$ cat config.mk
export PLATFORM = sky130hd
export DESIGN_NAME = hilo_muldiv_unit
export DESIGN_NICKNAME = d
export VERILOG_FILES = /design/src/rtl/hilo_pkg.sv /design/src/rtl/hilo_mul_path.sv /design/src/rtl/hilo_div_core.sv /design/src/rtl/hilo_muldiv_unit.sv
export SDC_FILE = /design/constraint.sdc
export NUM_CORES = 2
export LEC_CHECK = 0
export CAP_MARGIN = 10
export CELL_PAD_IN_SITES_DETAIL_PLACEMENT = 0
export CELL_PAD_IN_SITES_GLOBAL_PLACEMENT = 1
export CORE_MARGIN = 2
export CORE_UTILIZATION = 51
export CTS_CLUSTER_DIAMETER = 100
export CTS_CLUSTER_SIZE = 8
export DETAILED_ROUTE_END_ITERATION = 10
export PLACE_DENSITY_LB_ADDON = 0.1
export SLEW_MARGIN = 25
export SYNTH_ARGS = -nofsm -noshare
export SYNTH_HDL_FRONTEND = slang
export SYNTH_SLANG_ARGS = --single-unit
$ cat constraint.sdc
create_clock -name clk -period 15.9 [get_ports clk]
set_input_delay 1.59 -clock clk [delete_from_list [all_inputs] [get_ports clk]]
set_output_delay 1.59 -clock clk [all_outputs]
set_load 0.1 [all_outputs]
$ cat src/rtl/hilo_pkg.sv
`timescale 1ns/1ps
package hilo_pkg;

    localparam int unsigned OP_W = 3;

    // Even codes are signed, odd codes are unsigned.
    typedef enum logic [OP_W-1:0] {
        OP_MUL_S = 3'd0,
        OP_MUL_U = 3'd1,
        OP_MAC_S = 3'd2,
        OP_MAC_U = 3'd3,
        OP_MSB_S = 3'd4,
        OP_MSB_U = 3'd5,
        OP_DIV_S = 3'd6,
        OP_DIV_U = 3'd7
    } hilo_op_e;

    typedef struct packed {
        logic is_div;
        logic is_signed;
        logic accum;
        logic subtract;
    } op_ctrl_t;

    function automatic op_ctrl_t decode_op(input hilo_op_e code);
        op_ctrl_t c;
        c.is_signed = ~code[0];
        c.is_div    = (code == OP_DIV_S) || (code == OP_DIV_U);
        c.accum     = (code == OP_MAC_S) || (code == OP_MAC_U) ||
                      (code == OP_MSB_S) || (code == OP_MSB_U);
        c.subtract  = (code == OP_MSB_S) || (code == OP_MSB_U);
        return c;
    endfunction

    function automatic logic op_is_div(input logic [OP_W-1:0] code);
        return decode_op(hilo_op_e'(code)).is_div;
    endfunction

endpackage

$ cat src/rtl/hilo_mul_path.sv
`timescale 1ns/1ps
module hilo_mul_path
    import hilo_pkg::*;
#(
    parameter int unsigned W = 32
) (
    input  op_ctrl_t         ctrl,
    input  logic [W-1:0]     opa,
    input  logic [W-1:0]     opb,
    input  logic [2*W-1:0]   acc,
    output logic [2*W-1:0]   result
);
    localparam int unsigned PW = 2 * W;

    logic [PW-1:0] ext_a;
    logic [PW-1:0] ext_b;
    logic [PW-1:0] product;

    // Sign or zero extension to full width, so the low PW bits of the
    // product are correct for both interpretations.
    always_comb begin
        ext_a = ctrl.is_signed ? {{W{opa[W-1]}}, opa} : {{W{1'b0}}, opa};
        ext_b = ctrl.is_signed ? {{W{opb[W-1]}}, opb} : {{W{1'b0}}, opb};
        product = ext_a * ext_b;
    end

    always_comb begin
        if (!ctrl.accum)
            result = product;
        else if (ctrl.subtract)
            result = acc - product;
        else
            result = acc + product;
    end

endmodule

$ cat src/rtl/hilo_div_core.sv
`timescale 1ns/1ps
module hilo_div_core #(
    parameter int unsigned W = 32
) (
    input  logic         clk,
    input  logic         rst,
    input  logic         load,
    input  logic         is_signed,
    input  logic [W-1:0] dividend,
    input  logic [W-1:0] divisor,
    output logic         busy,
    output logic         last,
    output logic         by_zero,
    output logic [W-1:0] quot,
    output logic [W-1:0] rem
);
    localparam int unsigned CW = (W > 1) ? $clog2(W) : 1;
    localparam logic [CW-1:0] LAST_STEP = CW'(W - 1);

    logic [W-1:0]  rem_q, quo_q, dvs_q;
    logic [CW-1:0] cnt_q;
    logic          busy_q, neg_quo_q, neg_rem_q, zero_q;

    logic [W-1:0]  mag_a, mag_b;
    logic [W:0]    shifted;
    logic          fits;
    logic [W-1:0]  sub_lo, rem_n, quo_n;

    always_comb begin
        mag_a = (is_signed && dividend[W-1]) ? (~dividend + 1'b1) : dividend;
        mag_b = (is_signed && divisor[W-1])  ? (~divisor + 1'b1)  : divisor;
    end

    // One restoring step: shift in the next dividend bit, try the subtract.
    always_comb begin
        shifted = {rem_q, quo_q[W-1]};
        fits    = (shifted >= {1'b0, dvs_q});
        sub_lo  = shifted[W-1:0] - dvs_q;
        rem_n   = fits ? sub_lo : shifted[W-1:0];
        quo_n   = {quo_q[W-2:0], fits};
    end

    always_ff @(posedge clk) begin
        if (rst) begin
            rem_q     <= '0;
            quo_q     <= '0;
            dvs_q     <= '0;
            cnt_q     <= '0;
            busy_q    <= 1'b0;
            neg_quo_q <= 1'b0;
            neg_rem_q <= 1'b0;
            zero_q    <= 1'b0;
        end else if (load && !busy_q) begin
            rem_q     <= '0;
            quo_q     <= mag_a;
            dvs_q     <= mag_b;
            cnt_q     <= '0;
            busy_q    <= 1'b1;
            neg_quo_q <= is_signed && (dividend[W-1] ^ divisor[W-1]);
            neg_rem_q <= is_signed && dividend[W-1];
            zero_q    <= (divisor == '0);
        end else if (busy_q) begin
            rem_q <= rem_n;
            quo_q <= quo_n;
            cnt_q <= cnt_q + 1'b1;
            if (cnt_q == LAST_STEP)
                busy_q <= 1'b0;
        end
    end

    always_comb begin
        busy    = busy_q;
        last    = busy_q && (cnt_q == LAST_STEP);
        by_zero = zero_q;
        quot    = neg_quo_q ? (~quo_n + 1'b1) : quo_n;
        rem     = neg_rem_q ? (~rem_n + 1'b1) : rem_n;
    end

endmodule

$ cat src/rtl/hilo_muldiv_unit.sv
`timescale 1ns/1ps
module hilo_muldiv_unit
    import hilo_pkg::*;
#(
    parameter int unsigned W = 32
) (
    input  logic                clk,
    input  logic                rst,
    input  logic                start,
    input  logic [OP_W-1:0]     op,
    input  logic [W-1:0]        src_a,
    input  logic [W-1:0]        src_b,
    input  logic                hi_wr,
    input  logic                lo_wr,
    input  logic [W-1:0]        wr_data,
    output logic [W-1:0]        hi_out,
    output logic [W-1:0]        lo_out,
    output logic                busy,
    output logic                done
);
    op_ctrl_t        ctrl;
    logic            accept, mul_go, div_go;
    logic [2*W-1:0]  mul_res;
    logic            div_busy, div_last, div_zero;
    logic [W-1:0]    div_quot, div_rem;
    logic [W-1:0]    hi_q, lo_q;
    logic            done_q;

    always_comb begin
        ctrl   = decode_op(hilo_op_e'(op));
        accept = start && !div_busy;
        mul_go = accept && !ctrl.is_div;
        div_go = accept && ctrl.is_div;
    end

    hilo_mul_path #(.W(W)) u_mul (
        .ctrl   (ctrl),
        .opa    (src_a),
        .opb    (src_b),
        .acc    ({hi_q, lo_q}),
        .result (mul_res)
    );

    hilo_div_core #(.W(W)) u_div (
        .clk       (clk),
        .rst       (rst),
        .load      (div_go),
        .is_signed (ctrl.is_signed),
        .dividend  (src_a),
        .divisor   (src_b),
        .busy      (div_busy),
        .last      (div_last),
        .by_zero   (div_zero),
        .quot      (div_quot),
        .rem       (div_rem)
    );

    // Operation results win over move-to writes at the same edge.
    always_ff @(posedge clk) begin
        if (rst) begin
            hi_q   <= '0;
            lo_q   <= '0;
            done_q <= 1'b0;
        end else begin
            done_q <= mul_go || div_last;
            if (mul_go) begin
                hi_q <= mul_res[2*W-1:W];
                lo_q <= mul_res[W-1:0];
            end else if (div_last && !div_zero) begin
                hi_q <= div_rem;
                lo_q <= div_quot;
            end else begin
                if (hi_wr) hi_q <= wr_data;
                if (lo_wr) lo_q <= wr_data;
            end
        end
    end

    always_comb begin
        hi_out = hi_q;
        lo_out = lo_q;
        busy   = div_busy;
        done   = done_q;
    end

endmodule

==> flow_summary.toml <==
[run_status]
status = "finished clean"

[placed_design]
hpwl_mm = 198
place_congestion = 1.00
port_buffers = 169
place_inst = 9469
dp_slack_ns = 0.212

[critical_path]
max_stage_delay_ns = 0.92
cp_common_cell = "fa_1"
path_max_fanout = 18
crit-reg2reg-launch = "u_div.dvs_q[5]"
path_class = "in -> reg"
critPathArrivalTime_ns = 15.62
crit_path_start = "src_b[6]"
endpoint_kind = "register"
start_kind = "input pin"
critPathSlowestCell = "clkdlybuf4s50_1"
rr_worst_depth = 20
cp.required_ns = 16.28

[sta]
tightest_slew_ns = 1.18
hold_ws_ns = 0.469
maxSlewViolCount = 0
fmax_mhz = 65.6
rsz0062_at_grt = "false"
period_share = 0.958
setup_violations = 0
fin_worst_skew_ns = 0.0141
tns_ns = 0
finalHoldViolCount = 0
min_period_ns = 15.24
relSlewSlack = 0.204
worst_slack_ns = 0.664

[logic_synthesis]
synth_compound_area_frac = 0.110
ys_types = 102
syn_area_per_cell_um2 = 8.60
synthXorXnorAreaFrac = 0.0477
ys.flop_type = "dfxtp_1"
netlist_area_um2 = 66900
synth_cells = 7782
synth_nets = 9723
synth_seq_area_share = 0.0508
synth_top_area_share = 0.429
synth_top_family_by_area = "adder cells"
ys_ff_latch = 170
yosys_warnings = 0
synth_edf_count = 0
synthAdderAreaFrac = 0.504
yosys.area_share.simple = 0.158
muxShareOfSynthArea = 0.0119
synth_top_area_cell = "fa_1"
ys_top_cells_by_area = "fa_1 43%, inv_1 9.1%, ha_1 7.5%"
async_flop_share = 0

[detailed_routing]
via_per_inst = 5.69
vias = 54113
post-route-drc-count = 0
drt_iter0_markers = 4639
ant_nets = 0
wire_per_inst_um = 24.5
dr.pass1.iters = 6
drt_wl_total_mm = 233

[global_routing]
grt_pass1_vias = 57208
grt_use_total = 0.354
grt_pass1_wl_mm = 357
overflow = 0
grt_max_degree = 83
antenna_found_initial = 16

[cts]
htreeDepth = 4
cts_sinks = 170
cts_made_buffers = 17
cts-root-buf = "clkbuf_16"
cts_tree = "built"
clk_path_buf_depth = 2
path_clk_slew_ns = 0.08
clock_latency_ns = 0.52

[die]
die_w_um = 366
start_util = 0.516
die_h_um = 366
ios = 170
rows = 132
core-area_um2 = 130000
die_area_um2 = 134000

[hold_path]
min_from = "u_div.dvs_q[31]"
hold_class = "reg -> reg"
hold_path_depth = 2

[cells_and_area]
fin_cells = 9508
drive_above_1_share = 0.0485
seq_area_um2 = 3410
final_nets = 9687
syn_to_final_growth_pct = 6.80
fillers = 12325
multi_input_area_um2 = 55800

[job]
maxCapViolations = 0
stage by stage:
step | area, µm² | util
6_report | 71500 | 0.551
5_1_grt | 71500 | 0.551
4_1_cts | 71400 | 0.550
3_5_place_dp | 70900 | 0.546
3_3_place_gp | 70900 | 0.546
2_1_floorplan | 66900 | -
placed cells by master (no fill, tap or decap), drive strengths merged, types with 30 or more instances in the layout:
cell type / count
a211oi: 134
a21o: 92
a21oi: 282
a31oi: 33
and2: 556
buf: 258
clkdlybuf4s50: 138
dfxtp: 170
fa: 1435
ha: 402
inv: 1625
mux2i: 75
nand2: 802
nand3: 62
nand4: 39
nor2: 374
nor2b: 33
nor3: 91
nor4: 30
o211ai: 54
o21ai: 209
o31ai: 50
or3: 31
xnor2: 195
xor2: 161
sequential cells by signal, summed over array words and instances (netlist names), 5 cells and up:
signal and flops:
u_div.quo_q 32, u_div.rem_q 32, lo_out 32, u_div.cnt_q 5, u_div.dvs_q 32, hi_out 32
worst paths after layout:
| kind | endpoint | slack [ns] |
|---|---|---|
| hold / removal | u_div.dvs_q[31] | 0.47 |
| setup / recovery | hi_out[27] | 0.66 |
| hold reg to reg | u_div.dvs_q[31] | 0.47 |
| setup reg to reg | hi_out[24] | 10.21 |
cell usage after synthesis, drive strengths merged, types with 7 or more instances:
library cell  count
dfxtp           170
ha              402
and4             21
or4              18
o2111ai           7
nand3b           10
o21bai           29
a221oi           16
nor2b            33
fa             1435
nand2b           27
o41ai            11
and3             24
o21ai           209
nor3             91
o221ai            8
clkbuf          404
xnor2           195
xor2            161
o211a             9
nor4             30
and2            556
or2              21
a21oi           282
nand2           802
a211o            11
mux2i            75
buf              53
nand4            39
o211ai           54
nand3            62
a21o             92
o31ai            50
inv            1621
a31oi            33
a2111oi          22
a21boi            9
a31o              9
nor2            374
a311oi           15
o21a             29
nor3b             9
a22oi            14
or3              31
a211oi          134
area by class of cell:
class | instances | share of cell area
Multi-Input combinational cell | 5534 | 0.781
Timing Repair Buffer | 402 | 0.0477
Sequential cell | 170 | 0.0477
Inverter | 1621 | 0.0851
Clock inverter | 11 | 0.00187
Antenna cell | 7 | 0.000245
Clock buffer | 21 | 0.00630
Tap cell | 1742 | 0.0305
what timing repair did:
| item | CTS | global route |
|---|---|---|
| hold buffers | 0 | 0 |
| setup buffers | 0 | 0 |
| gates resized for setup | 0 | 7 |
| endpoints found under the setup margin | 0 | 1 |
logic make-up (layout without fill, tap and decap cells):
logic type / after synthesis / in the layout
other: 0 / 7
flip-flops: 170 / 170
AO/OA/AOI/OAI: 1096 / 1096
adder cells (fa/ha/maj): 1837 / 1837
buffers and inverters: 2078 / 2055
XOR/XNOR: 359 / 359
multiplexers: 79 / 79
AND/OR/NAND/NOR: 2163 / 2163
per-layer routing:
layer | global-route usage | vias up | part of all wire
met5 | 0 | - | 0.00025
li1 | - | 24004 | -
met4 | 0.128 | 10 | 0.042
met2 | 0.582 | 2028 | 0.47
met1 | 0.477 | 27694 | 0.42
met3 | 0.0515 | 377 | 0.072
worst max-delay path: cells and delay by family:
| family | cells | cell delay, ns |
|---|---|---|
| buffers and inverters | 9 | 1.79 |
| and+or+nand+nor | 10 | 2.56 |
| xor gates and xnor gates | 2 | 0.39 |
| adders and majority gates | 12 | 5.17 |
| AOI/OAI and AO/OA | 10 | 4.13 |
Power is not shown: default switching activity piles up to over one toggle a cycle in this logic, so the estimate is an artifact.
